## src/rtl/hz_pkg.sv

```systemverilog
package hz_pkg;
  typedef enum logic [1:0] {
    BYP_RF = 2'd0,
    BYP_X  = 2'd1,
    BYP_M  = 2'd2,
    BYP_W  = 2'd3
  } byp_sel_e;

  localparam int unsigned NUM_SRC = 2;
  localparam int unsigned DBG_W   = 12;
endpackage

```

## src/rtl/hz_operand.sv

```systemverilog
module hz_operand
  import hz_pkg::*;
#(
  parameter int unsigned REG_AW = 5
) (
  input  logic [REG_AW-1:0] rs,
  input  logic              use_rs,
  input  logic              val_d,
  input  logic              val_x,
  input  logic [REG_AW-1:0] rd_x,
  input  logic              wen_x,
  input  logic              is_load_x,
  input  logic              val_m,
  input  logic [REG_AW-1:0] rd_m,
  input  logic              wen_m,
  input  logic              val_w,
  input  logic [REG_AW-1:0] rd_w,
  input  logic              wen_w,
  output byp_sel_e          sel,
  output logic              load_dep
);
  localparam logic [REG_AW-1:0] ZERO_REG = '0;

  logic nz, hit_x, hit_m, hit_w;

  // a producer counts only when valid, writing and targeting this source
  always_comb begin
    nz    = (rs != ZERO_REG);
    hit_x = nz && val_x && wen_x && (rd_x == rs);
    hit_m = nz && val_m && wen_m && (rd_m == rs);
    hit_w = nz && val_w && wen_w && (rd_w == rs);
  end

  // youngest producer wins
  always_comb begin
    if (hit_x)      sel = BYP_X;
    else if (hit_m) sel = BYP_M;
    else if (hit_w) sel = BYP_W;
    else            sel = BYP_RF;
  end

  // a load value in X does not exist yet, so decode must wait
  assign load_dep = val_d && use_rs && hit_x && is_load_x;
endmodule

```

## src/rtl/hz_flow.sv

```systemverilog
module hz_flow (
  input  logic val_f,
  input  logic val_d,
  input  logic val_x,
  input  logic val_m,
  input  logic val_w,
  input  logic load_use,
  input  logic br_taken_x,
  input  logic jump_d,
  input  logic rdy_f,
  input  logic rdy_d,
  input  logic rdy_m,
  input  logic rdy_w,
  output logic st_f,
  output logic st_d,
  output logic st_x,
  output logic st_m,
  output logic st_w,
  output logic sq_f,
  output logic sq_d,
  output logic adv_f,
  output logic adv_d,
  output logic adv_x,
  output logic adv_m
);
  logic st_d_raw, jmp_go;

  // back-pressure runs from the tail toward the head
  always_comb begin
    st_w = val_w && !rdy_w;
    st_m = val_m && (!rdy_m || st_w);
    st_x = val_x && st_m;
  end

  // branch resolves in X and kills D and F
  assign sq_d = val_x && br_taken_x && !st_x;

  // decode holds for load-use, its own port, or a held X
  assign st_d_raw = val_d && (load_use || !rdy_d || st_x);
  assign st_d     = st_d_raw && !sq_d;

  // jump resolves in D and kills only F
  assign jmp_go = val_d && jump_d && !st_d_raw && !sq_d;
  assign sq_f   = sq_d || jmp_go;
  assign st_f   = val_f && (!rdy_f || st_d) && !sq_f;

  always_comb begin
    adv_f = val_f && !st_f && !sq_f;
    adv_d = val_d && !st_d && !sq_d;
    adv_x = val_x && !st_x;
    adv_m = val_m && !st_m;
  end
endmodule

```

## src/rtl/hz_dbg_reg.sv

```systemverilog
module hz_dbg_reg #(
  parameter int unsigned W = 12
) (
  input  logic         clk,
  input  logic         rst_n,
  input  logic [W-1:0] d,
  output logic [W-1:0] q
);
  always_ff @(posedge clk or negedge rst_n) begin
    if (!rst_n) q <= '0;
    else        q <= d;
  end
endmodule

```

## src/rtl/hazard_ctrl.sv

```systemverilog
module hazard_ctrl
  import hz_pkg::*;
#(
  parameter int unsigned REG_AW = 5
) (
  input  logic              clk,
  input  logic              rst_n,
  input  logic              val_f,
  input  logic              val_d,
  input  logic              val_x,
  input  logic              val_m,
  input  logic              val_w,
  input  logic [REG_AW-1:0] rs1_d,
  input  logic [REG_AW-1:0] rs2_d,
  input  logic              rs1_use_d,
  input  logic              rs2_use_d,
  input  logic [REG_AW-1:0] rd_x,
  input  logic              wen_x,
  input  logic              is_load_x,
  input  logic [REG_AW-1:0] rd_m,
  input  logic              wen_m,
  input  logic [REG_AW-1:0] rd_w,
  input  logic              wen_w,
  input  logic              br_taken_x,
  input  logic              jump_d,
  input  logic              port_rdy_f,
  input  logic              port_rdy_d,
  input  logic              port_rdy_m,
  input  logic              port_rdy_w,
  output logic              stall_f,
  output logic              stall_d,
  output logic              stall_x,
  output logic              stall_m,
  output logic              stall_w,
  output logic              squash_f,
  output logic              squash_d,
  output logic [1:0]        byp_sel1_d,
  output logic [1:0]        byp_sel2_d,
  output logic              adv_val_f,
  output logic              adv_val_d,
  output logic              adv_val_x,
  output logic              adv_val_m,
  output logic [11:0]       dbg_word
);
  logic [REG_AW-1:0] rs_arr  [NUM_SRC];
  logic              use_arr [NUM_SRC];
  byp_sel_e          sel_arr [NUM_SRC];
  logic [NUM_SRC-1:0] dep_vec;
  logic              load_use;
  logic [DBG_W-1:0]  dbg_next;

  assign rs_arr[0]  = rs1_d;
  assign rs_arr[1]  = rs2_d;
  assign use_arr[0] = rs1_use_d;
  assign use_arr[1] = rs2_use_d;

  for (genvar i = 0; i < NUM_SRC; i++) begin : g_src
    hz_operand #(.REG_AW(REG_AW)) u_op (
      .rs        (rs_arr[i]),
      .use_rs    (use_arr[i]),
      .val_d     (val_d),
      .val_x     (val_x),
      .rd_x      (rd_x),
      .wen_x     (wen_x),
      .is_load_x (is_load_x),
      .val_m     (val_m),
      .rd_m      (rd_m),
      .wen_m     (wen_m),
      .val_w     (val_w),
      .rd_w      (rd_w),
      .wen_w     (wen_w),
      .sel       (sel_arr[i]),
      .load_dep  (dep_vec[i])
    );
  end

  assign load_use   = |dep_vec;
  assign byp_sel1_d = sel_arr[0];
  assign byp_sel2_d = sel_arr[1];

  hz_flow u_flow (
    .val_f      (val_f),
    .val_d      (val_d),
    .val_x      (val_x),
    .val_m      (val_m),
    .val_w      (val_w),
    .load_use   (load_use),
    .br_taken_x (br_taken_x),
    .jump_d     (jump_d),
    .rdy_f      (port_rdy_f),
    .rdy_d      (port_rdy_d),
    .rdy_m      (port_rdy_m),
    .rdy_w      (port_rdy_w),
    .st_f       (stall_f),
    .st_d       (stall_d),
    .st_x       (stall_x),
    .st_m       (stall_m),
    .st_w       (stall_w),
    .sq_f       (squash_f),
    .sq_d       (squash_d),
    .adv_f      (adv_val_f),
    .adv_d      (adv_val_d),
    .adv_x      (adv_val_x),
    .adv_m      (adv_val_m)
  );

  // status word: trace tools decode this bit order
  assign dbg_next = {val_f, squash_f, stall_f,
                     val_d, squash_d, stall_d,
                     val_x, stall_x,
                     val_m, stall_m,
                     val_w, stall_w};

  hz_dbg_reg #(.W(DBG_W)) u_dbg (
    .clk   (clk),
    .rst_n (rst_n),
    .d     (dbg_next),
    .q     (dbg_word)
  );
endmodule

```

## config.mk

```make
export PLATFORM = sky130hd
export DESIGN_NAME = hazard_ctrl
export DESIGN_NICKNAME = d
export VERILOG_FILES = /design/src/rtl/hz_pkg.sv /design/src/rtl/hz_operand.sv /design/src/rtl/hz_flow.sv /design/src/rtl/hz_dbg_reg.sv /design/src/rtl/hazard_ctrl.sv
export SDC_FILE = /design/constraint.sdc
export NUM_CORES = 1
export LEC_CHECK = 0
export BUFFER_PORTS_ARGS = -buffer_cell sky130_fd_sc_hd__buf_2
export CAP_MARGIN = 20
export CORE_MARGIN = 3
export CORE_UTILIZATION = 30
export DETAILED_ROUTE_END_ITERATION = 6
export GPL_TIMING_DRIVEN = 0
export PLACE_DENSITY = 0.7
export SLEW_MARGIN = 20
export SYNTH_ARGS = -nofsm -noshare
export SYNTH_HDL_FRONTEND = slang
export SYNTH_SLANG_ARGS = --single-unit
```

## constraint.sdc

```tcl
create_clock -name clk -period 2.4 [get_ports clk]
set_clock_uncertainty 0.1 [all_clocks]
set_input_delay 0.48 -clock clk [delete_from_list [all_inputs] [get_ports clk]]
set_output_delay 0.48 -clock clk [all_outputs]
set_load 0.01 [all_outputs]
```

==> results_dict.tcl, run 1 <==
set metrics [dict create \
    synthCells 100 \
    timing.final.crit_period_ns 2.62 \
    fmax_mhz 382 \
    power_w 0.000545 \
    port_buffers 70 \
    die_x_microns 62.5 \
    grt_max_degree 13 \
    routed_wl_microns 2860 \
    fin_setup_tns_ns -0.804 \
    slew_viol_final 0 \
    min_from "val_w" \
    cts_root_buffer "clkbuf_4" \
    top_regs "u_dbg.q x12" \
    crit_buf_inv 2 \
    rsz0062_at_grt "true" \
    cp-start-kind "primary input" \
    synth_edf_count 0 \
    status "finished with violations" \
    critPathSlowestCell "or4_4" \
    synth_cell_types 28 \
    syn_nets 144 \
    whs_ns 0.263 \
    cap_violations 0 \
    path_cells "buf_6 > xor2_1 > or4_4 > nor4b_4 > o21a_2 > a41o_1 > buf_2" \
    post-dp-hpwl_microns 2440 \
    synth_top_area_frac 0.313 \
    p_per_area_mw_per_mm2 349 \
    synth_top_area_cell "dfrtp_1" \
    slowest_delay_ns 0.53 \
    fin_ws_ns -0.221 \
    start_util 0.330 \
    largest_register "u_dbg.q" \
    wire_per_inst_microns 12.8 \
    die_h_microns 62.5 \
    hp-class "primary input to flip-flop" \
    critical_path.max_fanout 4 \
    violations "negative setup slack" \
    gp_congestion 0.871 \
    final_nets 227 \
    cts_tree "yes" \
    leakage_nw 0.766 \
    cp_data_required_time_ns 1.82 \
    ios 71 \
    syn_to_final_growth_pct 62.9 \
    synth_ff_type "dfrtp_1" \
    grt_usage 0.141 \
    drc_errors 0 \
    synthTopCellsByArea "dfrtp_1 (31%), xnor2_1 (21%), xor2_1 (6.4%)" \
    setup-violations-final 5 \
    ys_ff_latch 12 \
    rows 19 \
    path_clk_slew_ns 0.06 \
    core_area_sq_mm 0.00290 \
    worstMarginPinSlew_ns 0.457 \
    slew_headroom 0.695 \
    holdPathStages 1 \
    critPathKind "primary input to output port" \
    vias 1078 \
    path_delay_family "simple AND/OR/NAND/NOR gates" \
    overflow 0 \
    avgViaCountPerCell 4.83 \
    yosys_warnings 0 \
    seq_area_frac_synth 0.313 \
    antenna_left 0 \
    hold_path_end "u_dbg.q[1]$_DFF_PN0_" \
    antenna_found_initial 0 \
    async_flop_share 1.00 \
    fin_area_sq_mm 0.00156 \
    arrival_ns 2.04 \
    grt_pass1_wl_microns 4510 \
    drtIter0Drc 38 \
    clkSinkCount 12 \
    critPathCaptureType "output port" \
    synth_common_cells "xnor2_1 (23), dfrtp_1 (12), nand2_1 (7), xor2_1 (7)" \
    post-route-period-util 1.09 \
    drt_pass1_iterations 3 \
    numCtsBuffers 3 \
    syn_avg_cell_area_sq_um 9.58 \
    dieArea_sq_mm 0.00391 \
    vdd_drop_max_mv 0.130 \
    clockBufferDepth 2 \
    grt_pass1_vias 1068 \
    antenna_cells 0 \
    placed_area_sq_mm 0.00137 \
    largest_register_ffs 12 \
    drive_above_1_share 0.541 \
    timing_hold_violations_final 0 \
    cts.htree.levels 1 \
    synth.most_common_cell "xnor2_1" \
    synth_area_sq_um 958 \
]
through the flow:
stage	setup WS [ns]	cells	utilization
finish	-0.221	223	0.538
CTS	-0.216	222	0.522
global route	-0.282	223	0.538
global placement	-0.310	212	0.473
detailed placement	-0.304	212	0.473
floorplan	0.00939	100	-
metal layers:
metal,vias up,part of all wire,wire (microns),track usage
met2,62,0.52,1490,0.269
li1,527,-,-,-
met3,4,0.097,277,0.0342
met5,-,0,0,0
met1,485,0.37,1060,0.144
met4,0,0.010,29,0.0634
cells in the final DEF, fill, tap and decap left out, drive strengths merged, types with 2 or more instances in the layout:
cell type	netlist	routed
buf	0	75
xnor2	23	23
dfrtp	12	12
xor2	7	7
nand2	7	7
or4	7	7
nand4	6	6
inv	6	6
clkbuf	0	5
nand2b	4	4
nor4	4	4
nor3	3	3
a21oi	3	3
nor2	2	2
o21ai	2	2
worst max-delay path by stage:
stage          startpoint  endpoint  slack (ns)  cells after the start
3_5_place_dp     rs2_d[1]  squash_f       -0.30                      7
5_1_grt           rd_x[2]   stall_f       -0.28                      7
6_report          rd_x[2]   stall_f       -0.22                      7
3_3_place_gp     rs2_d[1]  squash_f       -0.31                      7
4_1_cts           rd_x[2]   stall_f       -0.22                      7
2_1_floorplan  port_rdy_w   stall_f       0.009                      5
power by group:
group          switching [W]  leakage (nW)  internal, W
registers         0.00000222         0.149     0.000213
clock network      0.0000567        0.0138    0.0000579
logic               0.000106         0.603     0.000108
total               0.000165         0.766     0.000379
cell families after synthesis:
logic type | after synthesis | share of synthesized area
AO/OA/AOI/OAI | 13 | 0.107
XOR/XNOR | 30 | 0.274
buffers and inverters | 6 | 0.0235
flip-flops | 12 | 0.313
AND/OR/NAND/NOR | 39 | 0.282
repair_timing:
item                       in CTS  in global routing
buffers inserted                6                  1
setup endpoints to repair       5                  9
hold endpoints to repair       12                  0
gates resized for setup        19                 11
pin swaps                       7                  2
hold buffers                    1                  0
area by class of cell:
class / count / area [sq um]
Fill cell: 285 / 1340
Multi-Input combinational cell: 82 / 689
Timing Repair Buffer: 78 / 474
Sequential cell: 12 / 300
Tap cell: 42 / 52.6
Clock buffer: 3 / 22.5
Inverter: 6 / 22.5
Power figures use the tool's default switching activity.
==> run 2: changes to the inputs <==
- CORE_MARGIN: 3 -> 8
==> run 2 against run 1 <==
Compared with the run above:
- the run still ends with negative setup slack left
- power rose by 7.8%
- wire length increased by 12%
- hold slack worse by 0.015 ns
- utilization fell by 1.4 points
- sequential power hardly changed
- count of clock-buffer cells in the layout up 1
- critical path type unchanged
- cell count up 1.8%
- clock power is 32% higher
- global-route usage fell by 2.3 points
- sequential share of layout area shrank 0.48 points
- first-iteration DRC count up 16%
- design area is 2.6% higher
==> results_dict.tcl, run 2 (synthesis gave the netlist of run 1 again) <==
set metrics [dict create \
    core_area_sq_mm 0.00305 \
    path_cells "buf_8 > xor2_1 > or4_4 > nor4b_4 > o21a_4 > a41o_1 > buf_2" \
    timing_hold_violations_final 0 \
    clockBufferDepth 2 \
    antenna_left 0 \
    drtIter0Drc 44 \
    drc_errors 0 \
    critPathCaptureType "output port" \
    avgViaCountPerCell 4.73 \
    critPathSlowestCell "or4_4" \
    vias 1073 \
    start_util 0.314 \
    cp-start-kind "primary input" \
    grt_pass1_wl_microns 4990 \
    fin_cells 227 \
    post-route-period-util 1.10 \
    syn_to_final_growth_pct 67.1 \
    cts_root_buffer "clkbuf_4" \
    grt_max_degree 13 \
    die_x_microns 72.5 \
    die_h_microns 72.5 \
    fmax_mhz 380 \
    worstMarginPinSlew_ns 0.350 \
    hp-class "primary input to flip-flop" \
    dieArea_sq_mm 0.00526 \
    p_seq_frac 0.367 \
    clkSinkCount 12 \
    grt_usage 0.118 \
    dp_cells 214 \
    layout.cells.most_common_list "buf_2 (59), xnor2_1 (23), dfrtp_1 (12), buf_4 (11)" \
    drt_pass1_iterations 2 \
    violations "negative setup slack" \
    vdd_drop_max_mv 0.138 \
    post-dp-hpwl_microns 2740 \
    critPathKind "primary input to output port" \
    p_clk_frac 0.259 \
    wire_per_inst_microns 14.1 \
    p_per_area_mw_per_mm2 367 \
    status "finished with violations" \
    arrival_ns 2.05 \
    timing.final.crit_period_ns 2.63 \
    rows 20 \
    overflow 0 \
    cp-startpoint "rd_x[2]" \
    p_sw_w 0.000170 \
    whs_ns 0.248 \
    antenna_cells 0 \
    min_from "val_w" \
    final_common_cell "buf_2" \
    crit_buf_inv 2 \
    fin_ws_ns -0.230 \
    p_int_w 0.000417 \
    drive_above_1_share 0.541 \
    routed_wl_microns 3200 \
    cts.htree.levels 1 \
    slowest_delay_ns 0.54 \
    rsz0062_at_grt "true" \
    slew_viol_final 0 \
    p_comb_frac 0.374 \
    port_buffers 70 \
    gp_congestion 0.849 \
    cap_violations 0 \
    cp_data_required_time_ns 1.82 \
    critical_path.max_fanout 4 \
    top_regs "u_dbg.q x12" \
    path_clk_slew_ns 0.06 \
    largest_register "u_dbg.q" \
    numCtsBuffers 3 \
    largest_register_ffs 12 \
    path_delay_family "simple AND/OR/NAND/NOR gates" \
    cts_tree "yes" \
    swShare 0.290 \
    final_nets 228 \
    ios 71 \
    grt_pass1_vias 1163 \
    slew_headroom 0.766 \
    antenna_found_initial 0 \
    setup-violations-final 5 \
    leakage_nw 0.777 \
]
## run 2: cell types whose count changed in the layout (fill, tap and decap cells not counted), moves of 2 or more
cell / before / now
buf_6: 5 / 3
a21oi_1: 0 / 2
buf_4: 9 / 11
a21oi_2: 3 / 0
## run 2: timing repair
action,in CTS,in global routing
hold buffers,1,0
pin swaps,9,4
resized for setup,21,12
setup endpoints to repair,6,9
buffers inserted,4,4
hold endpoints to repair,12,0
## run 2: per-stage QoR
| stage | utilization | setup slack [ns] | TNS, ns | total power, W | area, sq um |
|---|---|---|---|---|---|
| after CTS | 0.498 | -0.240 | -0.849 | 0.000584 | 1520 |
| after global placement | 0.450 | -0.315 | -1.30 | 0.000408 | 1380 |
| after detailed placement | 0.450 | -0.321 | -1.29 | 0.000412 | 1380 |
| after floorplan | - | 0.00939 | 0 | 0.000312 | 970 |
| after global routing | 0.525 | -0.319 | -1.14 | 0.000622 | 1600 |
| final | 0.525 | -0.230 | -0.755 | 0.000587 | 1600 |
## run 2: path summary, 6_finish.rpt
kind,end,slack [ns],cells after the start
max,stall_f,-0.23,7
min,u_dbg.q[1]$_DFF_PN0_,0.25,1
max in group asynchronous,u_dbg.q[7]$_DFF_PN0_,1.51,2
min in group asynchronous,u_dbg.q[11]$_DFF_PN0_,0.49,2
## run 2: per-layer routing
metal / vias up / routed length [microns] / GRT usage
li1: 530 / - / -
met1: 484 / 1250 / 0.116
met2: 57 / 1540 / 0.213
met3: 2 / 387 / 0.0496
met4: 0 / 30 / 0.0467
met5: - / 0 / 0
## run 2: area by class of cell
type,instances,area [sq um]
fillers,306,1450
multi-input cells,82,706
repair buffers,79,482
flip-flops and latches,12,300
well taps,44,55.1
clock buffers,4,36.3
inverters,6,22.5
## run 2: power groups by stage
| stage | registers (W) | logic, W | clock network, W |
|---|---|---|---|
| 2_1_floorplan | 0.000227 | 0.0000850 | 0 |
| 3_3_place_gp | 0.000219 | 0.000189 | 0 |
| 3_5_place_dp | 0.000220 | 0.000192 | 0 |
| 4_1_cts | 0.000216 | 0.000209 | 0.000159 |
| 5_1_grt | 0.000217 | 0.000240 | 0.000165 |
| 6_report | 0.000216 | 0.000219 | 0.000152 |
==> run 3: changes to the inputs <==
- GPL_TIMING_DRIVEN: 0 -> default
- PLACE_DENSITY: 0.7 -> 0.72
- clock period: 2.4 -> 2.5 ns (I/O delays scaled with it)
==> run 3 against run 2 <==
Compared with the run above:
- the run still ends with negative setup slack left
- worst setup slack better by 0.056 ns
- first-iteration DRC count up 27%
- critical path depth unchanged
- global-route usage is 0.26 points higher
- die area did not move
- wire length is 0.53% higher
- largest cell class unchanged
- highest routed layer unchanged
- largest power group unchanged
- critical endpoint is now squash_f
- non-clock buffer count rose by 14
- utilization increased by 0.12 points
==> results_dict.tcl, run 3 (synthesis gave the netlist of run 1 again) <==
set metrics [dict create \
    overflow 0 \
    cp_data_required_time_ns 1.90 \
    slew_headroom 0.789 \
    cap_violations 0 \
    core_area_sq_mm 0.00305 \
    dieArea_sq_mm 0.00526 \
    routed_wl_microns 3220 \
    rsz0062_at_grt "true" \
    antenna_cells 0 \
    fin_setup_tns_ns -0.541 \
    cts_root_buffer "clkbuf_4" \
    ios 71 \
    numCtsBuffers 3 \
    cts_tree "yes" \
    grt_pass1_vias 1208 \
    violations "negative setup slack" \
    whs_ns 0.268 \
    avgViaCountPerCell 4.59 \
    min_from "val_w" \
    antenna_found_initial 0 \
    clkSinkCount 12 \
    postLayoutCoreUtil 0.526 \
    grt_max_degree 13 \
    setup-violations-final 4 \
    cts.htree.levels 1 \
    rows 20 \
    path_clk_slew_ns 0.06 \
    final_nets 242 \
    fmax_mhz 374 \
    drive_above_1_share 0.538 \
    cp-startpoint "rs1_d[0]" \
    critPathCaptureType "output port" \
    post-route-period-util 1.07 \
    drtIter0Drc 56 \
    largest_register "u_dbg.q" \
    holdPathStages 1 \
    slew_viol_final 0 \
    drt_pass1_iterations 4 \
    port_buffers 70 \
    vdd_drop_max_mv 0.131 \
    timing.final.crit_period_ns 2.67 \
    timing_hold_violations_final 0 \
    vias 1107 \
    drc_errors 0 \
    arrival_ns 2.07 \
    worstMarginPinSlew_ns 0.313 \
    layout.cells.most_common_list "buf_2 (68), xnor2_1 (23), buf_4 (22), dfrtp_1 (12)" \
    grt_pass1_wl_microns 5200 \
    cp-start-kind "primary input" \
    critPathKind "primary input to output port" \
    gp_congestion 0.871 \
    die_h_microns 72.5 \
    post-dp-hpwl_microns 2920 \
    p_per_area_mw_per_mm2 352 \
    final_common_cell "buf_2" \
    wire_per_inst_microns 13.4 \
    start_util 0.314 \
    power_w 0.000565 \
    hold_path_end "u_dbg.q[1]$_DFF_PN0_" \
    clockBufferDepth 2 \
    top_regs "u_dbg.q x12" \
    largest_register_ffs 12 \
    die_x_microns 72.5 \
    critical_path.max_fanout 4 \
    fillCellCount 311 \
    status "finished with violations" \
    fin_area_sq_mm 0.00161 \
    syn_to_final_growth_pct 67.5 \
    leakage_nw 0.817 \
    hp-class "primary input to flip-flop" \
    antenna_left 0 \
    grt_usage 0.121 \
    fin_ws_ns -0.174 \
    placed_area_sq_mm 0.00152 \
]
==> run 3: changes by cell type in the layout (fill, tap and decap cells not counted), moves of 2 or more <==
cell and change:
or4_4 -2, or4_1 +2, buf_4 +11, buf_8 -3
clkbuf_4 -2, buf_2 +9
==> run 3: cell type report <==
class	instances	area, sq um	share of cell area
repair buffers	93	538	0.335
flip-flops and latches	12	300	0.187
clock buffers	4	36.3	0.0226
multi-input cells	82	653	0.407
inverters	6	22.5	0.0140
well taps	44	55.1	0.0343
==> run 3: what timing repair did <==
| item | 4_1_cts | 5_1_grt |
|---|---|---|
| cloned | 0 | 0 |
| hold buffers | 1 | 0 |
| pin swaps | 2 | 2 |
| setup endpoints to repair | 5 | 6 |
| gates resized for setup | 4 | 1 |
| endpoints found under the hold margin | 12 | 0 |
| buffers inserted | 0 | 1 |
==> run 3: worst max-delay path by stage <==
stage | to | slack [ns] | cells past startpoint
after floorplan | adv_val_d | 0.02 | 5
after global placement | squash_f | -0.15 | 7
final | squash_f | -0.17 | 7
after detailed placement | stall_f | -0.18 | 7
after CTS | squash_f | -0.18 | 7
after global routing | stall_f | -0.26 | 7
==> run 3: critical path: stages <==
cell and delay (ns):
buf_2 0.11, or4_4 0.54, nor2_4 0.12, nor4b_4 0.06
o21a_2 0.23, o41ai_4 0.31, buf_2 0.20
==> run 3: routing by layer <==
| metal | global-route usage | wire length, microns | up-vias |
|---|---|---|---|
| li1 | - | - | 559 |
| met1 | 0.125 | 1280 | 482 |
| met2 | 0.208 | 1500 | 62 |
| met3 | 0.0510 | 390 | 4 |
| met4 | 0.0511 | 51 | 0 |
| met5 | 0 | 0 | - |
==> run 3: per-stage QoR <==
step	instances	setup slack (ns)
after floorplan	100	0.0231
after global placement	235	-0.145
after detailed placement	235	-0.178
after CTS	240	-0.177
after global routing	241	-0.260
final	241	-0.174
==> run 3: power breakdown <==
group	total, W	leakage (nW)	internal [W]	switching, W
logic	0.000212	0.647	0.000109	0.000103
registers	0.000207	0.149	0.000205	0.00000222
clock network	0.000146	0.0210	0.0000885	0.0000576
